<file path="src/rtl/ns_time_pkg.sv">
package ns_time_pkg;

  // control register bit positions
  localparam int CtlEnBit      = 0;
  localparam int CtlWrapBit    = 4;
  localparam int CtlWrapAuxBit = 5;
  localparam int CtlPulseBit   = 7;
  localparam int CtlRestartBit = 9;
  localparam int CtlCaptureBit = 11;
  localparam int CtlSlaveBit   = 13;

  // word addresses
  localparam int AdrCtrl   = 0;
  localparam int AdrTime   = 1;
  localparam int AdrPeriod = 2;
  localparam int AdrCorr   = 3;
  localparam int AdrStep   = 4;

  typedef struct packed {
    logic restart;
    logic capture;
    logic load;
  } tcStrobe_t;

  typedef struct packed {
    logic enable;
    logic wrapEn;
    logic wrapOut;
  } tcCfg_t;

endpackage

</file>
<file path="src/rtl/ns_time_ctrl.sv">
module ns_time_ctrl
  import ns_time_pkg::*;
#(
  parameter int DATA_W   = 32,
  parameter int ADDR_W   = 3,
  parameter int STEP_W   = 7,
  parameter int CORR_LSB = 8
) (
  input  logic              clk,
  input  logic              rstN,
  input  logic              wrEn,
  input  logic [ADDR_W-1:0] wrAddr,
  input  logic [DATA_W-1:0] wrData,
  input  logic [ADDR_W-1:0] rdAddr,
  output logic [DATA_W-1:0] rdData,
  input  logic [DATA_W-1:0] latchVal,
  output tcStrobe_t         strb,
  output tcCfg_t            cfg,
  output logic [STEP_W-1:0] normStep,
  output logic [STEP_W-1:0] corrStep,
  output logic [DATA_W-1:0] evtPeriod,
  output logic [DATA_W-1:0] corrPeriod
);

  localparam int CtlCount = 7;
  localparam int CtlBits [CtlCount] = '{CtlEnBit, CtlWrapBit, CtlWrapAuxBit,
                                        CtlPulseBit, CtlRestartBit,
                                        CtlCaptureBit, CtlSlaveBit};

  function automatic logic [DATA_W-1:0] ctlMaskCalc();
    logic [DATA_W-1:0] m;
    m = '0;
    for (int i = 0; i < CtlCount; i++) m[CtlBits[i]] = 1'b1;
    return m;
  endfunction

  function automatic logic [DATA_W-1:0] stepMaskCalc();
    logic [DATA_W-1:0] m;
    m = '0;
    for (int i = 0; i < STEP_W; i++) begin
      m[i]            = 1'b1;
      m[CORR_LSB + i] = 1'b1;
    end
    return m;
  endfunction

  localparam logic [DATA_W-1:0] CtlMask  = ctlMaskCalc();
  localparam logic [DATA_W-1:0] StepMask = stepMaskCalc();

  localparam logic [ADDR_W-1:0] ACtrl   = ADDR_W'(AdrCtrl);
  localparam logic [ADDR_W-1:0] ATime   = ADDR_W'(AdrTime);
  localparam logic [ADDR_W-1:0] APeriod = ADDR_W'(AdrPeriod);
  localparam logic [ADDR_W-1:0] ACorr   = ADDR_W'(AdrCorr);
  localparam logic [ADDR_W-1:0] AStep   = ADDR_W'(AdrStep);

  logic [DATA_W-1:0] ctrlReg;
  logic [DATA_W-1:0] stepReg;
  logic [DATA_W-1:0] periodReg;
  logic [DATA_W-1:0] corrReg;
  logic              ctrlWr;

  assign ctrlWr = wrEn && (wrAddr == ACtrl);

  always_ff @(posedge clk) begin
    if (!rstN) begin
      ctrlReg   <= '0;
      stepReg   <= '0;
      periodReg <= '0;
      corrReg   <= '0;
    end else begin
      if (ctrlWr) begin
        ctrlReg <= wrData & CtlMask;
      end else begin
        ctrlReg[CtlRestartBit] <= 1'b0;
        ctrlReg[CtlCaptureBit] <= 1'b0;
      end
      if (wrEn && wrAddr == AStep)   stepReg   <= wrData & StepMask;
      if (wrEn && wrAddr == APeriod) periodReg <= wrData;
      if (wrEn && wrAddr == ACorr)   corrReg   <= wrData;
    end
  end

  always_comb begin
    strb.restart = ctrlReg[CtlRestartBit];
    strb.capture = ctrlReg[CtlCaptureBit];
    strb.load    = wrEn && (wrAddr == ATime);
    cfg.enable   = ctrlReg[CtlEnBit];
    cfg.wrapEn   = ctrlReg[CtlWrapBit];
    cfg.wrapOut  = ctrlReg[CtlPulseBit];
  end

  assign normStep   = stepReg[STEP_W-1:0];
  assign corrStep   = stepReg[CORR_LSB +: STEP_W];
  assign evtPeriod  = periodReg;
  assign corrPeriod = corrReg;

  always_comb begin
    unique case (rdAddr)
      ACtrl:   rdData = ctrlReg;
      ATime:   rdData = latchVal;
      APeriod: rdData = periodReg;
      ACorr:   rdData = corrReg;
      AStep:   rdData = stepReg;
      default: rdData = '0;
    endcase
  end


  capture_selfclear_chk: assert property (@(posedge clk) disable iff (!rstN)
    strb.capture && !ctrlWr |=> !strb.capture);


  restart_selfclear_chk: assert property (@(posedge clk) disable iff (!rstN)
    strb.restart && !ctrlWr |=> !strb.restart);

endmodule

</file>
<file path="src/rtl/ns_time_datapath.sv">
module ns_time_datapath
  import ns_time_pkg::*;
#(
  parameter int CNT_W  = 32,
  parameter int STEP_W = 7,
  parameter int PER_W  = 32
) (
  input  logic              clk,
  input  logic              rstN,
  input  tcStrobe_t         strb,
  input  tcCfg_t            cfg,
  input  logic [CNT_W-1:0]  loadVal,
  input  logic [STEP_W-1:0] normStep,
  input  logic [STEP_W-1:0] corrStep,
  input  logic [CNT_W-1:0]  evtPeriod,
  input  logic [PER_W-1:0]  corrPeriod,
  output logic [CNT_W-1:0]  latchVal,
  output logic              wrapEvt
);

  localparam int SUM_W = CNT_W + 1;

  logic [CNT_W-1:0]  cnt;
  logic [PER_W-1:0]  phase;
  logic [CNT_W-1:0]  latchReg;
  logic              corrDue;
  logic [STEP_W-1:0] step;
  logic [SUM_W-1:0]  sum;
  logic              wrapHit;
  logic [CNT_W-1:0]  nextCnt;
  logic [PER_W-1:0]  nextPhase;
  logic              advance;

  always_comb begin
    corrDue   = (corrPeriod != '0) && (phase >= corrPeriod);
    step      = corrDue ? corrStep : normStep;
    sum       = {1'b0, cnt} + SUM_W'(step);
    wrapHit   = cfg.wrapEn && (evtPeriod != '0) && (sum >= {1'b0, evtPeriod});
    nextCnt   = wrapHit ? CNT_W'(sum - {1'b0, evtPeriod}) : sum[CNT_W-1:0];
    nextPhase = (corrDue || corrPeriod == '0) ? '0 : phase + 1'b1;
    advance   = cfg.enable && !strb.restart && !strb.load;
  end

  always_ff @(posedge clk) begin
    if (!rstN) begin
      cnt   <= '0;
      phase <= '0;
    end else if (strb.restart) begin
      cnt   <= '0;
      phase <= '0;
    end else if (strb.load) begin
      cnt   <= loadVal;
    end else if (cfg.enable) begin
      cnt   <= nextCnt;
      phase <= nextPhase;
    end
  end

  always_ff @(posedge clk) begin
    if (!rstN) begin
      latchReg <= '0;
      wrapEvt  <= 1'b0;
    end else begin
      if (strb.capture) latchReg <= cnt;
      wrapEvt <= advance && wrapHit && cfg.wrapOut;
    end
  end

  assign latchVal = latchReg;


  restart_clear_chk: assert property (@(posedge clk) disable iff (!rstN)
    strb.restart |=> (cnt == '0) && (phase == '0));


  latch_take_chk: assert property (@(posedge clk) disable iff (!rstN)
    strb.capture |=> latchReg == $past(cnt));


  latch_hold_chk: assert property (@(posedge clk) disable iff (!rstN)
    !strb.capture |=> $stable(latchReg));


  idle_hold_chk: assert property (@(posedge clk) disable iff (!rstN)
    !cfg.enable && !strb.restart && !strb.load |=> $stable(cnt));


  load_take_chk: assert property (@(posedge clk) disable iff (!rstN)
    strb.load && !strb.restart |=> cnt == $past(loadVal));


  pulse_gate_chk: assert property (@(posedge clk) disable iff (!rstN)
    !cfg.wrapOut |=> !wrapEvt);

endmodule

</file>
<file path="src/rtl/ns_time_counter.sv">
module ns_time_counter
  import ns_time_pkg::*;
#(
  parameter int DATA_W   = 32,
  parameter int ADDR_W   = 3,
  parameter int STEP_W   = 7,
  parameter int CORR_LSB = 8
) (
  input  logic              clk,
  input  logic              rstN,
  input  logic              wrEn,
  input  logic [ADDR_W-1:0] wrAddr,
  input  logic [DATA_W-1:0] wrData,
  input  logic [ADDR_W-1:0] rdAddr,
  output logic [DATA_W-1:0] rdData,
  output logic              wrapEvt
);

  tcStrobe_t         strb;
  tcCfg_t            cfg;
  logic [STEP_W-1:0] normStep;
  logic [STEP_W-1:0] corrStep;
  logic [DATA_W-1:0] evtPeriod;
  logic [DATA_W-1:0] corrPeriod;
  logic [DATA_W-1:0] latchVal;

  ns_time_ctrl #(
    .DATA_W  (DATA_W),
    .ADDR_W  (ADDR_W),
    .STEP_W  (STEP_W),
    .CORR_LSB(CORR_LSB)
  ) i_ctrl (
    .clk       (clk),
    .rstN      (rstN),
    .wrEn      (wrEn),
    .wrAddr    (wrAddr),
    .wrData    (wrData),
    .rdAddr    (rdAddr),
    .rdData    (rdData),
    .latchVal  (latchVal),
    .strb      (strb),
    .cfg       (cfg),
    .normStep  (normStep),
    .corrStep  (corrStep),
    .evtPeriod (evtPeriod),
    .corrPeriod(corrPeriod)
  );

  ns_time_datapath #(
    .CNT_W (DATA_W),
    .STEP_W(STEP_W),
    .PER_W (DATA_W)
  ) i_datapath (
    .clk       (clk),
    .rstN      (rstN),
    .strb      (strb),
    .cfg       (cfg),
    .loadVal   (wrData),
    .normStep  (normStep),
    .corrStep  (corrStep),
    .evtPeriod (evtPeriod),
    .corrPeriod(corrPeriod),
    .latchVal  (latchVal),
    .wrapEvt   (wrapEvt)
  );

endmodule

</file>
<file path="config.mk">
export PLATFORM = sky130hd
export DESIGN_NAME = ns_time_counter
export DESIGN_NICKNAME = d
export VERILOG_FILES = /design/src/rtl/ns_time_pkg.sv /design/src/rtl/ns_time_ctrl.sv /design/src/rtl/ns_time_datapath.sv /design/src/rtl/ns_time_counter.sv
export SDC_FILE = /design/constraint.sdc
export NUM_CORES = 1
export LEC_CHECK = 0
export CAP_MARGIN = 5
export CORE_UTILIZATION = 50
export CTS_BUF_LIST = sky130_fd_sc_hd__clkbuf_16
export DETAILED_ROUTE_END_ITERATION = 12
export PLACE_DENSITY = 0.67
export SYNTH_ARGS = -nofsm -noshare
export SYNTH_HDL_FRONTEND = slang
export SYNTH_SLANG_ARGS = --single-unit
</file>
<file path="constraint.sdc">
create_clock -name clk -period 9.16 [get_ports clk]
set_input_delay 1.832 -clock clk [delete_from_list [all_inputs] [get_ports clk]]
set_output_delay 1.832 -clock clk [all_outputs]
set_load 0.01 [all_outputs]
</file>
* Word level (Yosys, flattened, before mapping) *
Index checks and enable logic that the tools add are counted.
Widths: inputs -> output; s select.

cells by class
  equal/unequal tests = 8
  multiplexer cells = 6
  reduce and logical (&&, ||, !) cells = 24
  magnitude comparators = 2
  bitwise logic cells = 2
  add/sub/neg operators = 3

operators by type and width
  kind                   number
  $pmux 32 s5            1
  $mux 32                4
  $reduce_bool 32->1     2
  $add 32x7->33          1
  $ge 33x32->1           1
  $add 32x1->32 const B  1
  $ge 32x32->1           1
  $logic_not 32->1       1
  $sub 32x32->32         1
  $eq 3x2->1 const B     4
  $logic_and 1x1->1      12
  $mux 7                 1
  $eq 3x1->1 const B     2
  $eq 3x3->1 const B     2
  $logic_not 3->1        2
  $reduce_and 2->1       2
  $logic_not 1->1        2
  $not 1->1              2
  $reduce_bool 2->1      1
  $reduce_or 2->1        1
  $logic_or 1x1->1       1

storage, ports and cells
  logic and storage cells = 54
  output and inout bits = 33
  input port bits = 41
  flip-flop bits (word level) = 182

* Logic depth before layout (Yosys ltp) *
Gate-level depths: netlist of run 1.

  depth after elaboration = 9
  mapped depth = 34
  gate-level depth less buffers = 31

* Hierarchy *
From an unflattened synthesis of run 1, not the netlist that was laid out.

second synthesis, totals
  cell total of the unflattened synthesis = 1478
  area total of the unflattened synthesis = 11855.1 µm²

by module, submodules not included
  module            sequential area each (µm²)  instances  cells each  area each (µm²)
  ns_time_datapath  1941.9                      1          1015        7923.8
  ns_time_ctrl      1701.6                      1          463         3931.3

* Least setup slack after synthesis of run 1 *
OpenSTA, ideal clock, no wires.

  path kind = flip-flop to flip-flop
  start point = register i_datapath.phase[0]
  end point = register i_datapath.cnt[9]
  data required time = 9.032 ns
  stages on the path, launching flop included = 35
  period minus slack after synthesis = 6.277 ns
  setup slack = 2.883 ns
  setup time = 0.128 ns
  buffers on the path = 3
  data arrival time = 6.149 ns
  cell sequence = dfxtp_1 inv_1 ha_1 nand2b_1 a21o_1 a21o_1 a211o_1 a31oi_1 o21ai_1 a21oi_1 nor2_1 mux2_2 ha_1 inv_1 fa_1 nand2b_1 a21oi_2 o221ai_1 nor3_1 nand2_1 nor2_1 xor2_1 ha_1 clkbuf_1 a21oi_1 o221ai_1 a31oi_1 a41oi_1 a221oi_2 buf_6 buf_12 mux2i_1 a21oi_1 a21oi_1 nor2_1

on the way
  longest elaborated chain between the ends = 9
  elaborated cells between the ends (all ways) = 10
  classes of those cells = 2 x add/sub; 2 x order compare; 4 x mux; 2 x reduce/logical

RTL lines
  item                    RTL line                RTL
  start, declared         ns_time_datapath.sv:24  logic [PER_W-1:0] phase;
  start signal, assigned  ns_time_datapath.sv:55  phase <= nextPhase;
  $ge 32x32->1 (*)        ns_time_datapath.sv:35  corrDue = (corrPeriod != '0) && (phase >= corrPeriod);
  $logic_and 1x1->1 (*)   ns_time_datapath.sv:35
  $mux 7 (*)              ns_time_datapath.sv:36  step = corrDue ? corrStep : normStep;
  $add 32x7->33 (*)       ns_time_datapath.sv:37  sum = {1'b0, cnt} + SUM_W'(step);
  $ge 33x32->1            ns_time_datapath.sv:38  wrapHit = cfg.wrapEn && (evtPeriod != '0) && (sum >= {1'b0, evtPeriod});
  $logic_and 1x1->1       ns_time_datapath.sv:38
  $mux 32 (*)             ns_time_datapath.sv:39  nextCnt = wrapHit ? CNT_W'(sum - {1'b0, evtPeriod}) : sum[CNT_W-1:0];
  $mux 32 (*)             ns_time_datapath.sv:53  end else if (cfg.enable) begin
  $mux 32 (*)             ns_time_datapath.sv:51  end else if (strb.load) begin
  end signal, assigned    ns_time_datapath.sv:52  cnt <= loadVal;
  end signal, assigned    ns_time_datapath.sv:54  cnt <= nextCnt;
  end, declared           ns_time_datapath.sv:23  logic [CNT_W-1:0] cnt;

Every way passes the cells marked *; elsewhere a longest branch is shown, timed or not. The select of a mux whose other input is x is not followed.
A chain may end at the register's enable or synchronous reset.

* Worst setup path after layout of run 1 *
  start point = register i_datapath.phase[0]
  end point = register i_datapath.cnt[11]

Same word-level chain as after synthesis.

==> reports/results.tsv, run 1 <==
metric	value	unit
status	finished, final reports clean	
drive_above_1_share	4.76	%
timing.hold.worst_path_depth	2	
power.density_cell_area	147	nW/um^2
post_route_clock_skew	12.4	ps
timing_hold_violations_final	0	
worst_ep_required_time	9490	ps
io-pin-count	74	
netlist_area	11900	um^2
worstSetupStartpointType	register	
combinationalPowerShare	19.6	%
synthesis.yosys.warnings	0	
cts_root_buffer	clkbuf_16	
worst_slew_pin_slew	1270	ps
final_common_cell	nand2_1	
final_number_of_max_transition_violations	0	
synth_edf_count	0	
worstReg2RegStart	i_datapath.phase[0]	
cpPeakStageDelay	770	ps
place_worst_setup_slack	1110	ps
layout_setup_ws	1040	ps
rows	56	
synth_ff_type	dfxtp_1	
tns	0	ps
crit_path_max_fanout	20	
crit_arrival	8450	ps
synthDistinctLibCells	67	
mappedNetlistNets	1660	
critPathCaptureType	register	
regToRegSetupSlack	1040	ps
r2r-end	i_datapath.cnt[11]	
crit_path_top_delay_cell	nor2_1	
die_area	24500	um^2
slew_headroom	15.6	%
critPathKind	reg -> reg	
synthToLayoutAreaGrowth	12.4	%
detail_route.wirelength	37800	um
critPathLaunch	i_datapath.phase[0]	
synth.yosys.seq_area_share	30.5	%
grt_first_pass_wirelength	57800	um
remaining_drc_errors	0	
reg2regPathDepth	31	
die_height	157	um
rsz0062_at_grt	false	
antenna_cells_inserted	0	
core_area	23500	um^2
postCtsSetupBuffers	0	
pwr-share-clk	39.0	%
holdPathEnd	i_ctrl.stepReg[13]	
netSwitchingFraction	29.7	%
start_util	50.9	%
power.switching	0.587	mW
cts-hold-fix-buffers	0	
clock_path_buffers	2	
final_net_count	1676	
port-buffer-count	73	
hold_start	i_ctrl.stepReg[13]	
total_internal_power	1.39	mW
synth-seq-cells	182	
vdd_ir_drop_max	125	uV
clkSinkCount	182	
worst_skew_pair.late_latency	440	ps
ys_async_sr_fraction	0	%
avgSynthCellArea	7.73	um^2
synth_largest_area_cell	dfxtp_1	
max_freq	123	MHz
cts_buffers	17	
cap_violations	0	
fp.dieW	157	um
yosys-top-cells-area	dfxtp_1, nand2_1, ha_1	
layout.cells.most_common_list	nand2_1, dfxtp_1, nor2_1, a21oi_1, inv_1	
detailedRoute.firstPassIterationCount	5	
worst_hold_path_type	reg -> reg	
sequentialPowerShare	41.5	%
final_power	1.98	mW
antenna_found_initial	0	
wl_per_cell	20.0	um
final_hpwl_dp	28400	um
finalSetupViolCount	0	
grt_pass1_vias	10500	
synthDominantCellAreaShare	30.5	%
first_iter_violations	1111	
tritoncts	yes	
cts.clk_slew.worst_paths	70	ps
fillCellCount	2210	
antenna_left	0	
largest_net_degree_at_the_start_of_global_routing	74	
gr-usage-all-layers	31.2	%
gp_congestion	0.958	
fin_crit	8120	ps
postSynthCellCount	1545	
global_route.overflow_total	0	
post-route-period-util	88.7	%
cts-resized-gates	0	
p_leak	4.99	nW
vias	11200	
vias_per_cell	5.91	
htree_levels	4	
[per-layer routing]
metal | vias to the layer above | track usage, % | share of wire, %
met5 | - | 1.86 | 0.16
met4 | 2 | 15.2 | 4.6
met3 | 90 | 4.65 | 6.6
met2 | 455 | 51.1 | 46
met1 | 5222 | 39.8 | 43
li1 | 5422 | - | -
[flip-flops by register name, summed over array words and instances, names as in the netlist]
name / count
i_datapath.latchVal: 32
i_datapath.phase: 32
i_ctrl.corrPeriod: 32
i_datapath.wrapEvt: 1
i_ctrl.stepReg: 14
i_ctrl.evtPeriod: 32
i_ctrl.ctrlReg: 7
i_datapath.cnt: 32
[worst max-delay path, delay by kind of cell, from the launching register on]
kind | cells | cell delay [ps]
compound gates | 15 | 3000
xor+xnor | 1 | 220
fa+ha+maj | 4 | 1140
buf+inv | 3 | 540
flops | 1 | 450
mux | 2 | 530
simple gates | 6 | 2090
[worst max path at each step]
| stage | endpoint | slack (ps) | cells after the start |
|---|---|---|---|
| CTS | i_datapath.cnt[11] | 1090 | 31 |
| finish | i_datapath.cnt[11] | 1040 | 31 |
| global placement | i_datapath.cnt[11] | 1420 | 31 |
| global route | i_datapath.cnt[5] | 370 | 32 |
| detailed placement | i_datapath.cnt[11] | 1110 | 31 |
| floorplan | i_datapath.cnt[9] | 2880 | 34 |
[power groups by stage]
stage	clock [mW]	sequential, mW	combinational [mW]
after floorplan	0	0.831	0.267
after global placement	0	0.838	0.377
after detailed placement	0	0.838	0.378
after CTS	0.775	0.820	0.380
after global routing	0.809	0.821	0.417
final	0.770	0.820	0.386
[stage by stage]
| step | hold slack (ps) | instances | util, % | cell area (um^2) |
|---|---|---|---|---|
| 2_1_floorplan | 447 | 1545 | - | 11900 |
| 3_3_place_gp | 465 | 1859 | 54.5 | 12800 |
| 3_5_place_dp | 477 | 1859 | 54.5 | 12800 |
| 4_1_cts | 489 | 1891 | 57.1 | 13400 |
| 5_1_grt | 509 | 1893 | 57.2 | 13400 |
| 6_report | 488 | 1893 | 57.2 | 13400 |
[Yosys cell counts, types with 32 or more instances]
cell type	number
nand2_1	247
dfxtp_1	182
nor2_1	119
a21oi_1	85
inv_1	79
a21boi_0	78
clkbuf_1	77
ha_1	72
o21ai_0	62
mux2i_1	55
nor2b_1	48
xor2_1	44
a22oi_1	43
xnor2_1	43
nand4_1	32
[cell type report]
cell class              instances  area (um^2)  area share, %
multi-input cells            1193         7640           56.9
flip-flops and latches        182         3640           27.2
repair buffers                 88          841           6.26
clock buffers                  17          425           3.17
well taps                     319          399           2.97
inverters                      79          297           2.21
clock inverters                15          175           1.31
[logic make-up (layout without fill, tap and decap cells)]
group,Yosys count,in the layout,synth area share [%]
simple gates,578,578,22.7
xor+xnor,87,87,6.38
mux,64,64,5.55
flops,182,182,30.5
fa+ha+maj,74,74,7.88
buf+inv,170,199,5.68
compound gates,390,390,21.3
(Power assumes the default switching activity.)
==> run 2, diff against run 1 <==
HOLD_SLACK_MARGIN = 0.08   (was unset)
==> results of run 2 <==
The final DEF is identical to that of run 1; final timing and power are the same.
